**config.mk**
```make
export PLATFORM = sky130hd
export DESIGN_NAME = evmon_node
export DESIGN_NICKNAME = d
export VERILOG_FILES = /design/src/rtl/evmon_pkg.sv /design/src/rtl/evmon_shreg.sv /design/src/rtl/evmon_monsel.sv /design/src/rtl/evmon_mux.sv /design/src/rtl/evmon_node.sv
export SDC_FILE = /design/constraint.sdc
export NUM_CORES = 1
export LEC_CHECK = 0
export BUFFER_PORTS_ARGS = -buffer_cell sky130_fd_sc_hd__buf_2
export CORE_ASPECT_RATIO = 1.2
export CORE_UTILIZATION = 45
export DETAILED_ROUTE_END_ITERATION = 8
export PLACE_DENSITY = 0.67
export SLEW_MARGIN = 20
export SYNTH_ARGS = -nofsm -noshare
export SYNTH_HDL_FRONTEND = slang
export SYNTH_HIERARCHICAL = 1
export SYNTH_SLANG_ARGS = --single-unit
```
**constraint.sdc**
```tcl
create_clock -name clk -period 3.8 [get_ports clk]
set_clock_uncertainty 0.15 [all_clocks]
set_input_delay 0.76 -clock clk [delete_from_list [all_inputs] [get_ports clk]]
set_output_delay 0.76 -clock clk [all_outputs]
set_load 0.005 [all_outputs]
```
**src/rtl/evmon_pkg.sv**
```systemverilog
package evmon_pkg;

   // Default geometry of one plane node
   localparam int unsigned DEF_HIT_W  = 32;
   localparam int unsigned DEF_CAL_W  = 4;
   localparam int unsigned DEF_GRP_W  = 4;
   localparam int unsigned DEF_ID_W   = 6;
   localparam int unsigned DEF_CH_W   = 6;
   localparam int unsigned DEF_ADDR_W = 4;

   // Width of a record for a given geometry
   function automatic int unsigned rec_width(input int unsigned id_w, grp_w, ch_w, hit_w);
      return id_w + grp_w + ch_w + hit_w;
   endfunction

endpackage

```
**src/rtl/evmon_shreg.sv**
```systemverilog
module evmon_shreg #(
   parameter int unsigned W         = 48,
   parameter bit          MSB_FIRST = 1'b1
) (
   input  logic         clk,
   input  logic         rst_n,
   input  logic         load,
   input  logic         shift,
   input  logic [W-1:0] load_val,
   input  logic         si,
   output logic         so
);

   logic [W-1:0] rec_q;

   generate
      if (W < 2) begin : g_bad_w
         $error("evmon_shreg: W must be at least 2");
      end
   endgenerate

   generate
      if (MSB_FIRST) begin : g_msb
         always_ff @(posedge clk or negedge rst_n) begin
            if (!rst_n)      rec_q <= '0;
            else if (load)   rec_q <= load_val;
            else if (shift)  rec_q <= {rec_q[W-2:0], si};
         end
         assign so = rec_q[W-1];

         AST_SHIFT_UP: assert property (@(posedge clk) disable iff (!rst_n)
            (shift && !load) |=> (so == $past(rec_q[W-2]))) else $error("shift order");
      end else begin : g_lsb
         always_ff @(posedge clk or negedge rst_n) begin
            if (!rst_n)      rec_q <= '0;
            else if (load)   rec_q <= load_val;
            else if (shift)  rec_q <= {si, rec_q[W-1:1]};
         end
         assign so = rec_q[0];

         AST_SHIFT_DN: assert property (@(posedge clk) disable iff (!rst_n)
            (shift && !load) |=> (so == $past(rec_q[1]))) else $error("shift order");
      end
   endgenerate

   AST_LOAD_TAKES: assert property (@(posedge clk) disable iff (!rst_n)
      load |=> (rec_q == $past(load_val))) else $error("load lost");
   AST_HOLD_IDLE: assert property (@(posedge clk) disable iff (!rst_n)
      (!load && !shift) |=> $stable(rec_q)) else $error("record moved");

endmodule

```
**src/rtl/evmon_monsel.sv**
```systemverilog
module evmon_monsel #(
   parameter int unsigned CH_W    = 6,
   parameter int unsigned NUM_SRC = 40
) (
   input  logic            clk,
   input  logic            rst_n,
   input  logic            mon_mode,
   input  logic            addr_hit,
   input  logic            step,
   input  logic            clr,
   output logic [CH_W-1:0] ch,
   output logic            armed
);

   localparam logic [CH_W-1:0] LAST = CH_W'(NUM_SRC - 1);

   generate
      if (NUM_SRC > (1 << CH_W)) begin : g_bad_src
         $error("evmon_monsel: NUM_SRC exceeds channel counter range");
      end
   endgenerate

   logic take;
   assign take = mon_mode & addr_hit & step;

   always_ff @(posedge clk or negedge rst_n) begin
      if (!rst_n) begin
         ch    <= '0;
         armed <= 1'b0;
      end else if (clr) begin
         ch    <= '0;
         armed <= 1'b0;
      end else if (take) begin
         if (!armed)          armed <= 1'b1;
         else if (ch == LAST) ch    <= '0;
         else                 ch    <= ch + 1'b1;
      end
   end

   AST_CH_RANGE: assert property (@(posedge clk) disable iff (!rst_n)
      ch <= LAST) else $error("channel out of range");
   AST_WRAP: assert property (@(posedge clk) disable iff (!rst_n)
      (take && !clr && armed && ch == LAST) |=> (ch == '0)) else $error("no wrap");
   AST_ARM_KEEPS_CH: assert property (@(posedge clk) disable iff (!rst_n)
      (take && !clr && !armed) |=> (armed && $stable(ch))) else $error("arm moved channel");
   AST_CLR_WINS: assert property (@(posedge clk) disable iff (!rst_n)
      clr |=> (!armed && ch == '0)) else $error("clear failed");
   AST_IGNORE: assert property (@(posedge clk) disable iff (!rst_n)
      (!clr && !take) |=> ($stable(ch) && $stable(armed))) else $error("stray step");

endmodule

```
**src/rtl/evmon_mux.sv**
```systemverilog
module evmon_mux #(
   parameter int unsigned N     = 40,
   parameter int unsigned SEL_W = 6
) (
   input  logic [N-1:0]     src,
   input  logic [SEL_W-1:0] sel,
   input  logic             en,
   output logic             out
);

   generate
      if (N == (1 << SEL_W)) begin : g_full
         assign out = en & src[sel];
      end else begin : g_partial
         logic pick;
         always_comb begin
            pick = 1'b0;
            for (int i = 0; i < N; i++) begin
               if (sel == SEL_W'(i)) pick = src[i];
            end
         end
         assign out = en & pick;
      end
   endgenerate

   always_comb begin
      if (!en) AST_QUIET_OFF: assert (out == 1'b0) else $error("output while disarmed");
   end

endmodule

```
**src/rtl/evmon_node.sv**
```systemverilog
module evmon_node
   import evmon_pkg::*;
#(
   parameter int unsigned HIT_W     = DEF_HIT_W,
   parameter int unsigned CAL_W     = DEF_CAL_W,
   parameter int unsigned GRP_W     = DEF_GRP_W,
   parameter int unsigned ID_W      = DEF_ID_W,
   parameter int unsigned CH_W      = DEF_CH_W,
   parameter int unsigned ADDR_W    = DEF_ADDR_W,
   parameter bit          MSB_FIRST = 1'b1
) (
   input  logic              clk,
   input  logic              rst_n,
   input  logic [ADDR_W-1:0] node_addr,
   input  logic [ID_W-1:0]   board_id,
   input  logic [HIT_W-1:0]  hits,
   input  logic [CAL_W-1:0]  cal_freq,
   input  logic [GRP_W-1:0]  grp_sig,
   input  logic              trig,
   input  logic              ev_mode,
   input  logic [ADDR_W-1:0] sel_addr,
   input  logic              ev_shift,
   input  logic              ev_si,
   output logic              ev_so,
   input  logic              mon_step,
   input  logic              mon_clr,
   output logic              mon_out
);

   localparam int unsigned NUM_SRC = HIT_W + CAL_W + GRP_W;
   localparam int unsigned REC_W   = rec_width(ID_W, GRP_W, CH_W, HIT_W);

   generate
      if (NUM_SRC > (1 << CH_W)) begin : g_bad_ch
         $error("evmon_node: channel field too narrow for source count");
      end
      if (ADDR_W == 0) begin : g_bad_addr
         $error("evmon_node: address width must be nonzero");
      end
   endgenerate

   logic [CH_W-1:0]    mon_ch;
   logic               mon_armed;
   logic [REC_W-1:0]   rec_in;
   logic [NUM_SRC-1:0] mon_src;

   assign rec_in  = {board_id, grp_sig, mon_ch, hits};
   assign mon_src = {grp_sig, cal_freq, hits};

   evmon_shreg #(
      .W         (REC_W),
      .MSB_FIRST (MSB_FIRST)
   ) u_shreg (
      .clk      (clk),
      .rst_n    (rst_n),
      .load     (trig),
      .shift    (ev_mode & ev_shift),
      .load_val (rec_in),
      .si       (ev_si),
      .so       (ev_so)
   );

   evmon_monsel #(
      .CH_W    (CH_W),
      .NUM_SRC (NUM_SRC)
   ) u_monsel (
      .clk      (clk),
      .rst_n    (rst_n),
      .mon_mode (~ev_mode),
      .addr_hit (sel_addr == node_addr),
      .step     (mon_step),
      .clr      (mon_clr),
      .ch       (mon_ch),
      .armed    (mon_armed)
   );

   evmon_mux #(
      .N     (NUM_SRC),
      .SEL_W (CH_W)
   ) u_mux (
      .src (mon_src),
      .sel (mon_ch),
      .en  (mon_armed),
      .out (mon_out)
   );

   AST_EVMODE_NO_STEP: assert property (@(posedge clk) disable iff (!rst_n)
      (ev_mode && !mon_clr) |=> ($stable(mon_ch) && $stable(mon_armed))) else $error("step in event mode");
   AST_MONMODE_NO_SHIFT: assert property (@(posedge clk) disable iff (!rst_n)
      (!ev_mode && !trig) |=> $stable(ev_so)) else $error("shift in monitor mode");

endmodule

```
-- After elaboration in Yosys (flattened, before gate mapping)
Cells that the tools add are included.
- flip-flop bits (word level): 55
- output and inout port bits: 2
- word-level logic and storage cells: 102
- bits of input ports: 62
- mux-type cells: 48
- add/subtract/negate cells: 1
- bitwise logic cells: 5
- reductions and logical operators: 5
- eq/ne operators: 40
- operator list (operator ; number):
    $eq A6 B5 Y1 const B ; 16
    $mux W48 ; 2
    $eq A6 B4 Y1 const B ; 8
    $eq A6 B6 Y1 const B ; 8
    $mux W1 ; 42
    $eq A6 B3 Y1 const B ; 4
    $mux W6 ; 4
    $eq A6 B2 Y1 const B ; 2
    $add A6 B1 Y6 const B ; 1
    $eq A6 B1 Y1 const B ; 1
    $logic_not A6 Y1 ; 1
    $reduce_bool A2 Y1 ; 3
    $and A1 B1 Y1 ; 4
    $eq A4 B4 Y1 ; 1
    $reduce_and A2 Y1 ; 1
    $not A1 Y1 ; 1

-- Depth between registers and ports, before layout
- depth in word-level cells: 42
- gate-level depth with buffers: 8
- gate-level depth less buffers: 6

-- Cells and area by module
The synthesis kept the hierarchy.
- by module, submodules not included (module ; area an instance (sq um) ; cells an instance ; times used ; seq. area each (sq um)):
    evmon_shreg ; 2239.6 ; 208 ; 1 ; 1201.2
    evmon_mux ; 706.9 ; 106 ; 1 ; 0.0
    evmon_monsel ; 357.8 ; 36 ; 1 ; 175.2
    evmon_node ; 57.6 ; 7 ; 1 ; 0.0

-- Least setup slack after synthesis
Ideal clock, no wire load.
- kind: in2out
- start point: in hits[15]
- end point: out mon_out
- required time: 2890 ps
- buffers on the path: 0
- setup slack: 1094 ps
- stages on the path: 6
- arrival: 1796 ps
- cells stage by stage: nor4bb_1 -> o2111ai_1 -> o211ai_1 -> a21oi_1 -> o41ai_1 -> nand3_1
- longest elaborated chain between the ends: 26
- ends and longest elaborated chain (item ; line ; RTL):
    from (decl) ; evmon_node.sv:16 ; input logic [HIT_W-1:0] hits,
    $mux W1 (25 in a row) ; evmon_mux.sv:19 ; if (sel == SEL_W'(i)) pick = src[i];
    $and A1 B1 Y1 ; evmon_mux.sv:22 ; assign out = en & pick;
    to (decl) ; evmon_node.sv:27 ; output logic mon_out
Every way passes these cells.

-- Worst setup path after layout
- start point: reg u_monsel.ch[1]
- end point: out mon_out
- longest elaborated chain between the ends: 42
- elaborated cells between the ends (all ways): 81
- those cells by class: eq/ne (39); mux (40); bitwise (1); reduce/logical (1)
- ends and longest elaborated chain (item ; line ; RTL):
    from (decl) ; evmon_monsel.sv:11 ; output logic [CH_W-1:0] ch,
    from (signal assigned) ; evmon_monsel.sv:36 ; else ch <= ch + 1'b1;
    $logic_not A6 Y1 ; evmon_mux.sv:19 ;
    $mux W1 (39 in a row) ; evmon_mux.sv:19 ;
    $mux W1 (*) ; evmon_mux.sv:19 ;
    $and A1 B1 Y1 (*) ; evmon_mux.sv:22 ;
Every way passes the cells marked *; elsewhere a longest branch is shown, timed or not.

==> results.txt <==
Num CTS Buffers - 5
Crit path kind - reg -> out
Vias in the first global route - 2,675
Gr usage total - 20.2%
Non-Filler Instances - 498
Largest net degree at the start of global routing - 55
Clock Sinks - 55
Worst-path clk slew - 0.10 ns
Initial DRC count - 168
Synth Flop Type - dfrtp_1
Syn_nets - 420
Post-synth EDFFs - 0
H-tree lvl count - 2
Final hold violation count - 0
Num rows - 34
Routed Wire Length - 7450 microns
Seq pwr share - 55.6%
Peak VDD IR - 0.180 mV
Power per cell area - 314 nW/um^2
Post-Route Utilization - 52.0%
Clock Tree Buf Depth - 2
DR WL/cell - 15.0 microns
Crit path DAT - 2.57 ns
Antenna violation net count after detailed routing - 0
Synth cell types - 57
Root Buffer - clkbuf_8
Vias - 2,801
Cell taking the most area after synthesis - dfrtp_1
Fraction of layout cells with a size suffix above 1 - 20.6%
Setup tns final - 0 ns
Initial antenna violation count - 0
Post-cts hold buffer count - 0
Internal - 877 uW
Routability-driven placement congestion ratio - 0.888
Final slew viol count - 0
Worst Setup End Kind - output port
Type of the worst min-delay path - in -> async
Post-synth top cells - nand2_1, mux2i_1, dfrtp_1
Global-route wire length before repair - 12,600 microns
Hpwl dp - 5360 microns
Slew @ Worst Pin - 0.754 ns
Clock latency on the worst-skew pair - 0.30 ns
Final Cycle Share - 91.6%
# setup viols final - 0
Top-count cell post-synth - nand2_1
PortBufs - 63
Full die area - 7820 sq um
Starting Density - 46.5%
Core ar. - 7230 sq um
Clock share of power - 29.7%
Register bit total from synthesis - 55
CTS tree - built
Fmax - 287 MHz
Resize count post-CTS - 0
Gr ovfl total - 0
Post-synthesis sequential area ratio - 40.9%
Startpoint types - flop
Layout net count - 470
Area share of the largest cell type after synthesis - 40.9%
Logic pwr share - 14.7%
Ant. Diodes - 0
Setup slack after layout - 0.321 ns
Minimum clock period - 3.48 ns
Reg2reg setup slack - 1.73 ns
DRC Markers - 0
Synthesized area - 3360 sq um
Die width - 80.9 microns
Max transition margin - 49.7%
P_sw - 305 uW
Die height - 96.7 microns
Worst slack, placed - 0.686 ns
Synth area leaders - dfrtp_1, mux2i_1, nand2_1, o21ai_0, o21ai_1
Post-synth ARST share - 100%
Worst Path Required - 2.89 ns
Leak - 1.63 nW
Dpl cells - 490
Area Overhead vs Synth - 11.9%
Synth warn - 6
Number of setup buffers added after CTS - 0
Critical Path Fanout Max - 22
Synthesized instance count - 357
Mean post-synth cell area - 9.42 sq um
Drt pass-1 iters - 4
Status - finished clean
RSZ-0062 raised after global routing - no
Max Cap Viol - 0
Num ports - 64
Via density - 5.62
Sw frac - 25.8%
-- layer usage --
metal  GRT usage [%]  vias up  part of all wire, %
met2            32.1       77                   48
met3            3.30        8                  5.1
li1                -     1382                    -
met5               0        -                    0
met1            28.4     1334                   46
met4            5.08        0                  1.1
-- power by group through the flow --
stage                     logic [mW]  clock network (mW)  registers (mW)
final                          0.174               0.351           0.657
after global routing           0.198               0.387           0.664
after CTS                      0.177               0.365           0.657
after detailed placement       0.176                   0           0.669
after global placement         0.171                   0           0.667
after floorplan                0.113                   0           0.661
-- registers in the layout, indices dropped and copies added, names as in the netlist --
| signal | flops |
|---|---|
| u_shreg/rec_q | 48 |
| u_monsel/ch | 6 |
| u_monsel/armed | 1 |
-- metrics by stage --
step	hold WS, ns	power [mW]	instance area (sq um)
floorplan	0.314	0.774	3360
global placement	0.386	0.838	3660
detailed placement	0.389	0.845	3660
CTS	0.321	1.20	3760
global route	0.333	1.25	3760
finish	0.305	1.18	3760
-- placed cells by master (no fill, tap or decap), drive strengths merged, types with 2 or more instances in the layout --
master,n
a2111oi,2
a211o,2
a21boi,2
a21oi,10
a22o,2
a31oi,4
and2,2
and2b,2
buf,69
clkbuf,7
dfrtp,55
inv,4
mux2,2
mux2i,59
nand2,63
nand2b,4
nand3,7
nand4,2
nand4b,2
nor2,10
nor2b,3
nor3,3
nor3b,2
nor4bb,2
o211ai,2
o21ai,54
o31ai,2
xor2,6
-- final timing paths --
path,startpoint,end,cells after the start
min in group clk,u_shreg/rec_q[27],u_shreg/rec_q[27],2
max in group asynchronous,rst_n,u_monsel/ch[3],2
max reg2reg,u_monsel/ch[0],u_monsel/ch[5],6
max,u_monsel/ch[1],mon_out,7
min,rst_n,u_shreg/rec_q[13],1
min reg2reg,u_shreg/rec_q[27],u_shreg/rec_q[27],2
-- cell type report --
cell class | count | area (sq um)
inverters | 5 | 18.8
multi-input cells | 271 | 1780
repair buffers | 69 | 373
flip-flops and latches | 55 | 1380
clock inverters | 1 | 7.51
clock buffers | 7 | 96.3
well taps | 90 | 113
fillers | 715 | 3470
-- critical path, cell delays in order, from the launching register on --
cell,delay (ns)
dfrtp_1,0.80
nor4bb_1,0.38
o2111ai_1,0.17
o211ai_1,0.18
a21oi_1,0.08
o41ai_1,0.37
nand3_1,0.14
buf_2,0.15
-- cells by family (layout without fill, tap and decap cells) --
family / Yosys count / after routing / share of synthesized area, %
muxes: 61 / 61 / 18.2
AOI/OAI and AO/OA: 93 / 93 / 16.7
xor gates and xnor gates: 6 / 6 / 1.56
adders and majority gates: 1 / 1 / 0.372
buffers and inverters: 31 / 82 / 6.25
DFF: 55 / 55 / 40.9
and+or+nand+nor: 110 / 110 / 16.0
Note: power is estimated with default switching activity, not from simulation.
